--- config.mk ---
export PLATFORM = sky130hd
export DESIGN_NAME = usbn_port_negotiator
export DESIGN_NICKNAME = d
export VERILOG_FILES = /design/src/rtl/usbn_pkg.sv /design/src/rtl/usbn_tick_counter.sv /design/src/rtl/usbn_chirp_train.sv /design/src/rtl/usbn_port_negotiator.sv
export SDC_FILE = /design/constraint.sdc
export NUM_CORES = 1
export LEC_CHECK = 0
export ABC_AREA = 0
export ABC_CLOCK_PERIOD_IN_PS = 3900
export BUFFER_PORTS_ARGS = -buffer_cell sky130_fd_sc_hd__buf_2
export CORE_MARGIN = 3
export CORE_UTILIZATION = 60
export DETAILED_ROUTE_END_ITERATION = 8
export PLACE_DENSITY_LB_ADDON = 0.08
export RECOVER_POWER = 25
export SKIP_LAST_GASP = 1
export SYNTH_ARGS = -nofsm -noshare
export SYNTH_HDL_FRONTEND = slang
export SYNTH_HIERARCHICAL = 1
export SYNTH_SLANG_ARGS = --single-unit
--- constraint.sdc ---
create_clock -name clk -period 3.9 [get_ports clk]
set_clock_uncertainty 0.2 [all_clocks]
set_input_delay 0.195 -clock clk [delete_from_list [all_inputs] [get_ports clk]]
set_output_delay 0.195 -clock clk [all_outputs]
set_load 0.01 [all_outputs]
--- src/rtl/usbn_pkg.sv ---
package usbn_pkg;

   // Decoded line level, packed as {dp, dm}
   localparam logic [1:0] LN_SE0 = 2'b00;
   localparam logic [1:0] LN_K   = 2'b01;
   localparam logic [1:0] LN_J   = 2'b10;
   localparam logic [1:0] LN_SE1 = 2'b11;

   typedef enum logic [1:0] {
      SPD_NONE = 2'd0,
      SPD_LOW  = 2'd1,
      SPD_FULL = 2'd2,
      SPD_HIGH = 2'd3
   } port_speed_e;

   typedef enum logic [2:0] {
      ST_DETACHED,
      ST_DEBOUNCE,
      ST_WAIT_K,
      ST_DEV_K,
      ST_TRAIN,
      ST_HOLD,
      ST_SAMPLE,
      ST_ATTACHED
   } port_state_e;

endpackage

--- src/rtl/usbn_tick_counter.sv ---
module usbn_tick_counter #(
   parameter int unsigned LIMIT = 16,
   localparam int unsigned W = $clog2(LIMIT + 1)
) (
   input  logic         clk,
   input  logic         rst_n,
   input  logic         clr_i,
   input  logic         inc_i,
   output logic [W-1:0] cnt_o
);

   localparam logic [W-1:0] TOP = W'(LIMIT);

   generate
      if (LIMIT < 1) begin : g_bad_limit
         $error("usbn_tick_counter: LIMIT must be at least 1");
      end
   endgenerate

   always_ff @(posedge clk or negedge rst_n) begin
      if (!rst_n)                     cnt_o <= '0;
      else if (clr_i)                 cnt_o <= '0;
      else if (inc_i && cnt_o != TOP) cnt_o <= cnt_o + 1'b1;
   end

   a_r4_no_overflow: assert property (@(posedge clk) disable iff (!rst_n)
      cnt_o <= TOP);

endmodule

--- src/rtl/usbn_chirp_train.sv ---
module usbn_chirp_train #(
   parameter int unsigned CHIRP_TICKS = 50,
   localparam int unsigned CW = $clog2(CHIRP_TICKS)
) (
   input  logic clk,
   input  logic rst_n,
   input  logic tick_i,
   input  logic run_i,
   output logic drv_dp_o,
   output logic drv_dm_o
);

   localparam logic [CW-1:0] LAST = CW'(CHIRP_TICKS - 1);

   generate
      if (CHIRP_TICKS < 2) begin : g_bad_chirp
         $error("usbn_chirp_train: CHIRP_TICKS must be at least 2");
      end
   endgenerate

   logic [CW-1:0] phase_cnt;
   logic          in_j;

   always_ff @(posedge clk or negedge rst_n) begin
      if (!rst_n) begin
         phase_cnt <= '0;
         in_j      <= 1'b0;
      end else if (!run_i) begin
         phase_cnt <= '0;
         in_j      <= 1'b0;
      end else if (tick_i) begin
         if (phase_cnt == LAST) begin
            phase_cnt <= '0;
            in_j      <= ~in_j;
         end else begin
            phase_cnt <= phase_cnt + 1'b1;
         end
      end
   end

   assign drv_dp_o = run_i & in_j;
   assign drv_dm_o = run_i & ~in_j;

   a_r7_phase_bound: assert property (@(posedge clk) disable iff (!rst_n)
      phase_cnt <= LAST);

   a_r7_phase_holds: assert property (@(posedge clk) disable iff (!rst_n)
      (run_i && $past(run_i) && phase_cnt != '0) |-> $stable(in_j));

endmodule

--- src/rtl/usbn_port_negotiator.sv ---
module usbn_port_negotiator
   import usbn_pkg::*;
#(
   parameter int unsigned DEBOUNCE_TICKS     = 100,
   parameter int unsigned RESET_TICKS        = 10000,
   parameter int unsigned CHIRP_MIN_TICKS    = 3,
   parameter int unsigned CHIRP_TICKS        = 50,
   parameter int unsigned CHIRP_MARGIN_TICKS = 500,
   parameter int unsigned DISCONNECT_TICKS   = 3
) (
   input  logic       clk,
   input  logic       rst_n,
   input  logic       tick_i,
   input  logic       line_dp_i,
   input  logic       line_dm_i,
   output logic       drv_en_o,
   output logic       drv_dp_o,
   output logic       drv_dm_o,
   output logic [1:0] speed_o
);

   localparam int unsigned AUX_A   = (DEBOUNCE_TICKS > DISCONNECT_TICKS) ?
                                     DEBOUNCE_TICKS : DISCONNECT_TICKS;
   localparam int unsigned AUX_MAX = (AUX_A > CHIRP_MIN_TICKS) ? AUX_A : CHIRP_MIN_TICKS;
   localparam int unsigned AUX_W   = $clog2(AUX_MAX + 1);
   localparam int unsigned RC_W    = $clog2(RESET_TICKS + 1);
   localparam int unsigned STOP_AT = RESET_TICKS - CHIRP_MARGIN_TICKS;

   generate
      if (DEBOUNCE_TICKS < 2) begin : g_bad_debounce
         $error("usbn_port_negotiator: DEBOUNCE_TICKS must be at least 2");
      end
      if (DISCONNECT_TICKS < 1) begin : g_bad_disc
         $error("usbn_port_negotiator: DISCONNECT_TICKS must be at least 1");
      end
      if (CHIRP_MIN_TICKS < 1) begin : g_bad_min
         $error("usbn_port_negotiator: CHIRP_MIN_TICKS must be at least 1");
      end
      if (CHIRP_MARGIN_TICKS >= RESET_TICKS) begin : g_bad_margin
         $error("usbn_port_negotiator: margin must be shorter than the reset");
      end
   endgenerate

   logic [1:0]       line;
   port_state_e      st_q, st_d;
   port_speed_e      cls_q, cls_d, spd_q, spd_d;
   logic             trained_q, trained_d;
   logic             aux_clr, aux_inc, rc_clr, rc_inc;
   logic [AUX_W-1:0] aux_cnt;
   logic [RC_W-1:0]  rc_cnt;
   logic             in_reset, rc_last, idle_ok, drop;
   logic             train_dp, train_dm;

   assign line = {line_dp_i, line_dm_i};

   usbn_tick_counter #(.LIMIT(AUX_MAX)) i_aux_cnt (
      .clk   (clk),
      .rst_n (rst_n),
      .clr_i (aux_clr),
      .inc_i (aux_inc),
      .cnt_o (aux_cnt)
   );

   usbn_tick_counter #(.LIMIT(RESET_TICKS)) i_reset_cnt (
      .clk   (clk),
      .rst_n (rst_n),
      .clr_i (rc_clr),
      .inc_i (rc_inc),
      .cnt_o (rc_cnt)
   );

   usbn_chirp_train #(.CHIRP_TICKS(CHIRP_TICKS)) i_chirp (
      .clk      (clk),
      .rst_n    (rst_n),
      .tick_i   (tick_i),
      .run_i    (st_q == ST_TRAIN),
      .drv_dp_o (train_dp),
      .drv_dm_o (train_dm)
   );

   assign in_reset = (st_q == ST_WAIT_K) || (st_q == ST_DEV_K) ||
                     (st_q == ST_TRAIN)  || (st_q == ST_HOLD);
   assign rc_last  = tick_i && (int'(rc_cnt) + 1 == int'(RESET_TICKS));
   assign idle_ok  = (cls_q == SPD_LOW) ? (line == LN_K) : (line == LN_J);
   assign drop     = (spd_q == SPD_HIGH) ? (line == LN_J) : (line == LN_SE0);

   always_comb begin
      st_d      = st_q;
      cls_d     = cls_q;
      spd_d     = spd_q;
      trained_d = trained_q;
      aux_clr   = 1'b0;
      aux_inc   = 1'b0;
      rc_clr    = 1'b0;
      rc_inc    = in_reset && tick_i;
      case (st_q)
         ST_DETACHED: begin
            spd_d     = SPD_NONE;
            trained_d = 1'b0;
            if (tick_i && (line == LN_J || line == LN_K)) begin
               aux_inc = 1'b1;
               cls_d   = (line == LN_J) ? SPD_FULL : SPD_LOW;
               st_d    = ST_DEBOUNCE;
            end
         end
         ST_DEBOUNCE: if (tick_i) begin
            if (!idle_ok) begin
               st_d    = ST_DETACHED;
               aux_clr = 1'b1;
            end else if (int'(aux_cnt) + 1 == int'(DEBOUNCE_TICKS)) begin
               st_d    = (cls_q == SPD_LOW) ? ST_HOLD : ST_WAIT_K;
               aux_clr = 1'b1;
               rc_clr  = 1'b1;
            end else begin
               aux_inc = 1'b1;
            end
         end
         ST_WAIT_K: if (tick_i) begin
            if (rc_last) begin
               st_d    = ST_SAMPLE;
               aux_clr = 1'b1;
            end else if (line == LN_K) begin
               st_d    = ST_DEV_K;
               aux_inc = 1'b1;
            end
         end
         ST_DEV_K: if (tick_i) begin
            if (rc_last) begin
               st_d    = ST_SAMPLE;
               aux_clr = 1'b1;
            end else if (line == LN_K) begin
               aux_inc = 1'b1;
            end else begin
               aux_clr = 1'b1;
               st_d    = ST_WAIT_K;
               if (line == LN_SE0 && int'(aux_cnt) >= int'(CHIRP_MIN_TICKS)) begin
                  if (int'(rc_cnt) + 1 < int'(STOP_AT)) begin
                     st_d      = ST_TRAIN;
                     trained_d = 1'b1;
                  end else begin
                     st_d = ST_HOLD;
                  end
               end
            end
         end
         ST_TRAIN: if (tick_i) begin
            if (rc_last)                                   st_d = ST_SAMPLE;
            else if (int'(rc_cnt) + 1 >= int'(STOP_AT))    st_d = ST_HOLD;
         end
         ST_HOLD: if (rc_last) begin
            st_d = ST_SAMPLE;
         end
         ST_SAMPLE: if (tick_i) begin
            aux_clr = 1'b1;
            st_d    = ST_ATTACHED;
            if (cls_q == SPD_LOW)                      spd_d = SPD_LOW;
            else if (trained_q && line == LN_SE0)      spd_d = SPD_HIGH;
            else                                       spd_d = SPD_FULL;
         end
         ST_ATTACHED: if (tick_i) begin
            if (!drop) begin
               aux_clr = 1'b1;
            end else if (int'(aux_cnt) + 1 == int'(DISCONNECT_TICKS)) begin
               aux_clr = 1'b1;
               spd_d   = SPD_NONE;
               st_d    = ST_DETACHED;
            end else begin
               aux_inc = 1'b1;
            end
         end
         default: st_d = ST_DETACHED;
      endcase
   end

   always_ff @(posedge clk or negedge rst_n) begin
      if (!rst_n) begin
         st_q      <= ST_DETACHED;
         cls_q     <= SPD_NONE;
         spd_q     <= SPD_NONE;
         trained_q <= 1'b0;
      end else begin
         st_q      <= st_d;
         cls_q     <= cls_d;
         spd_q     <= spd_d;
         trained_q <= trained_d;
      end
   end

   assign drv_en_o = in_reset;
   assign drv_dp_o = train_dp;
   assign drv_dm_o = train_dm;
   assign speed_o  = spd_q;

   a_r7_no_se1_drive: assert property (@(posedge clk) disable iff (!rst_n)
      drv_en_o |-> !(drv_dp_o && drv_dm_o));

   a_r4_quiet_when_attached: assert property (@(posedge clk) disable iff (!rst_n)
      (spd_q != SPD_NONE) |-> !drv_en_o);

   a_r7_train_opens_with_k: assert property (@(posedge clk) disable iff (!rst_n)
      $rose(st_q == ST_TRAIN) |-> (drv_dm_o && !drv_dp_o));

   a_r3_low_never_chirps: assert property (@(posedge clk) disable iff (!rst_n)
      (cls_q == SPD_LOW && drv_en_o) |-> !(drv_dp_o || drv_dm_o));

   a_r8_high_needs_train: assert property (@(posedge clk) disable iff (!rst_n)
      (spd_q == SPD_HIGH) |-> trained_q);

   a_r4_reset_bounded: assert property (@(posedge clk) disable iff (!rst_n)
      in_reset |-> (int'(rc_cnt) < int'(RESET_TICKS)));

endmodule

==> summary.md <==
Of all nets on the critical path, the largest fanout is 11. For the number of warnings issued by yosys, the log shows 6. Synthesis inferred 36 register bits. The final number of hold-violating endpoints was 0; the reg-to-reg setup timing slack was 390 ps. The clock passes through at most 2 buffers.

The primary flip-flop cell chosen by synthesis mapping is sky130_fd_sc_hd__dfrtp_1. The detail-routed net length per standard cell was 15.61 um. In this run the critical register-to-register path is captured at i_aux_cnt/cnt_o[0]$_DFFE_PN0P_. Internal power comes to 972.0 uW.

The final core utilization was 70.64%. Entering global routing, the biggest net connects 37 pins. Summing every instance area after synthesis gives 2967 um^2. Summing all flip-flop and latch instances after layout gives 900.9 um^2.

The logs give 0.3847 mV for the maximum VDD drop and 18.9% for the portion of total power attributed to the clock network. For the finished layout, the period the worst path requires is 3511 ps. The share of synthesized cell area in full adder, half adder and majority cells was 4.639%. Count of clock tree sinks: 36.

The final RePlAce weighted congestion is 0.9045, and the final net count is 376. The first global-routing pass estimated 11.59 mm of wire. After synthesis, the share of flip-flops with an asynchronous set or reset is 100.0%. The floorplan die height works out to 76.32 um.

The worst register-to-register path begins at i_reset_cnt/cnt_o[1]$_DFFE_PN0P_. The checks that failed: max-capacitance violations, max-slew violations. Summing all multi-input logic gate instances after layout gives 1967 um^2. Net switching is 42.64% of the power.

The worst register-to-register path has a depth of 13. The worst path uses 90.01% of the clock period. The xor and xnor fraction of the mapped netlist area is 4.429%. Setup repair after global routing left no endpoint under its margin. The startpoint identified for the worst hold timing path is tick_i. In this run the worst hold path is classified as in2reg. By area, the combinational part of the netlist is dominated by simple AND/OR/NAND/NOR gates. The number of placed instances, taps included is 417.

The aggregate global-route resource usage was 23.81%. The worst pin sits at a relative slew slack of -30.96%. The tools report the achievable clock frequency as 284.9 MHz. Data on the critical path arrives at its endpoint at 3460 ps. The data required time of the worst path is 3850 ps, and the per-instance average area after synthesis is 8.599 um^2. The synthesized netlist devotes 21.21% of its cell area to compound gates. In this run the clock root is driven by a sky130_fd_sc_hd__clkbuf_8.

The flow ran to the end, but the final reports show violations. The post-route netlist has 14.13% of its cells at a drive strength greater than 1. Fill cells in the final layout number 374.

The run gives 2672 as the total number of vias. The final cell count without fillers is 426. For the initial core utilization, the log shows 64.99%.

The tools report the hold-critical path endpoint as i_chirp/phase_cnt[1]$_DFFE_PN0P_. Relative to the synthesized area, the layout overhead comes to 8.688%. Sequential cells account for 34.3% of the total power.

CTS built an H-tree with a depth of 2. The HPWL after detailed placement is 4.814 mm. STA classifies the critical path endpoint as a flip-flop.

The number of max-slew violations in the final report was 37; the vias per cell was 6.272. The transition at the pin with the smallest max-transition slack was 1964 ps. Buffers inserted during clock tree synthesis total 5.

For this block, the initial DRC count from the detailed router was 266. The number of buffers added on ports is 9. The initial antenna violation count came out at 0. The clock-pin slew of the registers on the worst-case setup and hold paths is 70 ps.

Summed over all nets, the switching power comes to 722.7 uW. The detail route stage leaves a number of antenna-violating nets equal to 0. The worst setup path is of the reg2reg kind. For the max-capacitance violation count, the log shows 1. TritonCTS built the clock tree. The combinational share of power is 46.7%. Kind of launch point of the worst setup path: a flip-flop. The number of nets handed over by synthesis was 361. The number of core rows was 24.

Pin placement for this block handled 10 I/O pins. Counting instances, the worst hold path has a depth of 3. The via count of the first global-routing pass was 2456; the number of remaining DRC errors was 0.

For this run, the detailed router's first-pass iteration total came to 5. For this run the aggregate overflow at the end of global routing stands at 0. The area fraction in and, or, nand and nor cells after synthesis was 31.76%; the summed negative setup slack over all endpoints was 0 ps. The power per standard cell area works out to 525.6 nW/um^2.

The count of final setup violators was 0. In this run, synthesis inferred 0 flip-flops with an integrated enable. The tools report the floorplan die area as 5824 um^2.

The logs give 0 for the antenna diode instance count and 345 for the gate count of the mapped netlist. The later pin in the worst-skew pair is clocked with a latency of 290 ps. The sequential-to-total area share from yosys stat is 30.37%, and the leakage power total is 0.001297 uW.

The count of unique library cells instantiated by Yosys was 76; the total routed wirelength was 6.648 mm. The multiplexer share of the synthesized area works out to 3.880%. The tools report the area of the placeable core as 4564 um^2.

The die width was 76.32 um.
flip-flops by register name, summed over array words and instances (netlist names):
register and cells:
cls_q 2, i_aux_cnt/cnt_o 7, i_chirp/in_j 1, i_chirp/phase_cnt 6, i_reset_cnt/cnt_o 14, speed_o 2, st_q 3, trained_q 1
metal layers:
| metal | global-route usage (%) | routed length [um] | vias to the layer above |
|---|---|---|---|
| li1 | - | - | 1331 |
| met1 | 33.53 | 3115 | 1243 |
| met2 | 38.05 | 3137 | 92 |
| met3 | 4.492 | 352 | 6 |
| met4 | 5.254 | 43 | 0 |
| met5 | 0 | 0 | - |
worst max-delay path, cell delays in order, from the launching register on:
cell and delay [ps]:
sky130_fd_sc_hd__dfrtp_1 480, sky130_fd_sc_hd__ha_1 320, sky130_fd_sc_hd__a211o_1 280, sky130_fd_sc_hd__a211o_1 320, sky130_fd_sc_hd__nand2_1 100, sky130_fd_sc_hd__and4b_1 230, sky130_fd_sc_hd__nand3_1 110, sky130_fd_sc_hd__buf_4 180
sky130_fd_sc_hd__a32oi_1 160, sky130_fd_sc_hd__a32oi_1 80, sky130_fd_sc_hd__nor2_1 140, sky130_fd_sc_hd__buf_4 190, sky130_fd_sc_hd__nor4b_2 60, sky130_fd_sc_hd__or4_1 510
final cells by class:
type / instances / share of cell area, %
Multi-Input combinational cell: 285 / 61.00
Inverter: 13 / 1.513
Sequential cell: 36 / 27.94
Timing Repair Buffer: 19 / 3.686
Tap cell: 65 / 2.522
Clock inverter: 2 / 1.087
Clock buffer: 6 / 2.251
synthesized netlist by cell type, types with 3 or more instances:
library cell	count	share of area (%)
sky130_fd_sc_hd__nor2_1	30	3.8
sky130_fd_sc_hd__a211o_1	3	0.89
sky130_fd_sc_hd__nor3b_1	4	1.0
sky130_fd_sc_hd__ha_1	11	4.6
sky130_fd_sc_hd__o211ai_1	3	0.76
sky130_fd_sc_hd__xor2_1	4	1.2
sky130_fd_sc_hd__nor3_1	9	1.5
sky130_fd_sc_hd__nand4_1	12	2.5
sky130_fd_sc_hd__and2_1	6	1.3
sky130_fd_sc_hd__clkbuf_1	7	0.89
sky130_fd_sc_hd__a311o_1	3	1.0
sky130_fd_sc_hd__xnor2_1	11	3.2
sky130_fd_sc_hd__or3_1	7	1.5
sky130_fd_sc_hd__nand2b_1	8	1.7
sky130_fd_sc_hd__mux2_2	4	1.5
sky130_fd_sc_hd__nand2_1	32	4.0
sky130_fd_sc_hd__o31ai_1	4	1.0
sky130_fd_sc_hd__or2_2	3	0.63
sky130_fd_sc_hd__o21ai_0	14	2.4
sky130_fd_sc_hd__a21oi_1	17	2.9
sky130_fd_sc_hd__dfrtp_1	36	30
sky130_fd_sc_hd__a31o_2	3	0.89
sky130_fd_sc_hd__inv_1	13	1.6
sky130_fd_sc_hd__nor4_1	5	1.1
sky130_fd_sc_hd__and3b_1	3	0.89
sky130_fd_sc_hd__nand4b_1	5	1.5
sky130_fd_sc_hd__a32oi_1	3	0.89
sky130_fd_sc_hd__mux2i_1	4	1.3
sky130_fd_sc_hd__nor2b_1	6	1.3
sky130_fd_sc_hd__nand3_1	14	2.4
worst max-delay path by stage:
| stage | from | endpoint | slack, ps | cells past startpoint |
|---|---|---|---|---|
| floorplan | i_reset_cnt/cnt_o[0]$_DFFE_PN0P_ | i_aux_cnt/cnt_o[0]$_DFFE_PN0P_ | 730 | 12 |
| global placement | i_reset_cnt/cnt_o[1]$_DFFE_PN0P_ | i_aux_cnt/cnt_o[5]$_DFFE_PN0P_ | 320 | 11 |
| detailed placement | i_reset_cnt/cnt_o[1]$_DFFE_PN0P_ | i_aux_cnt/cnt_o[5]$_DFFE_PN0P_ | 180 | 11 |
| CTS | i_reset_cnt/cnt_o[1]$_DFFE_PN0P_ | i_aux_cnt/cnt_o[5]$_DFFE_PN0P_ | 130 | 11 |
| global route | i_reset_cnt/cnt_o[1]$_DFFE_PN0P_ | i_aux_cnt/cnt_o[3]$_DFFE_PN0P_ | 140 | 11 |
| finish | i_reset_cnt/cnt_o[1]$_DFFE_PN0P_ | i_aux_cnt/cnt_o[0]$_DFFE_PN0P_ | 390 | 13 |
stage by stage:
stage                     power (uW)  instance area [um^2]  setup WS [ps]  hold slack [ps]
final                           1695                  3224          389.5            168.2
after global routing            1838                  3224          144.1            175.0
after CTS                       1695                  3223          131.1            155.4
after detailed placement        1363                  3105          183.0            136.3
after global placement          1349                  3105          319.4            131.2
after floorplan                 1173                  2967          730.7           -300.6
cells by family (layout without fill, tap and decap cells):
family / after synthesis / count (layout)
buf+inv: 24 / 40
xor+xnor: 15 / 15
fa+ha+maj: 11 / 11
simple gates: 166 / 166
compound gates: 83 / 83
flops: 36 / 36
mux: 10 / 10
power groups by stage:
| stage | combinational [uW] | sequential [uW] | clock (uW) |
|---|---|---|---|
| after global placement | 766 | 583 | 0 |
| after floorplan | 619 | 554 | 0 |
| after CTS | 782 | 582 | 331 |
| after global routing | 885 | 601 | 351 |
| final | 792 | 582 | 321 |
| after detailed placement | 775 | 588 | 0 |
repair_timing:
action | CTS | global route
endpoints found under the hold margin | 36 | 0
buffers inserted | 0 | 0
hold buffers | 1 | 0
endpoints found under the setup margin | 0 | 4
gates resized for setup | 0 | 1
cell usage in the layout, fill, tap and decap left out, types with 5 or more instances in the layout:
master | Yosys | routed
sky130_fd_sc_hd__nand4_1 | 12 | 12
sky130_fd_sc_hd__o21ai_0 | 14 | 14
sky130_fd_sc_hd__nand4b_1 | 5 | 5
sky130_fd_sc_hd__ha_1 | 11 | 11
sky130_fd_sc_hd__nand3_1 | 14 | 14
sky130_fd_sc_hd__nand2b_1 | 8 | 8
sky130_fd_sc_hd__nand2_1 | 32 | 32
sky130_fd_sc_hd__dfrtp_1 | 36 | 36
sky130_fd_sc_hd__a21oi_1 | 17 | 17
sky130_fd_sc_hd__buf_4 | 1 | 9
sky130_fd_sc_hd__buf_2 | 1 | 6
sky130_fd_sc_hd__clkbuf_8 | 0 | 5
sky130_fd_sc_hd__and2_1 | 6 | 6
sky130_fd_sc_hd__nor2_1 | 30 | 30
sky130_fd_sc_hd__xnor2_1 | 11 | 11
sky130_fd_sc_hd__or3_1 | 7 | 7
sky130_fd_sc_hd__nor3_1 | 9 | 9
sky130_fd_sc_hd__inv_1 | 13 | 13
sky130_fd_sc_hd__nor2b_1 | 6 | 6
No activity file was read; power rests on OpenSTA's default activity.
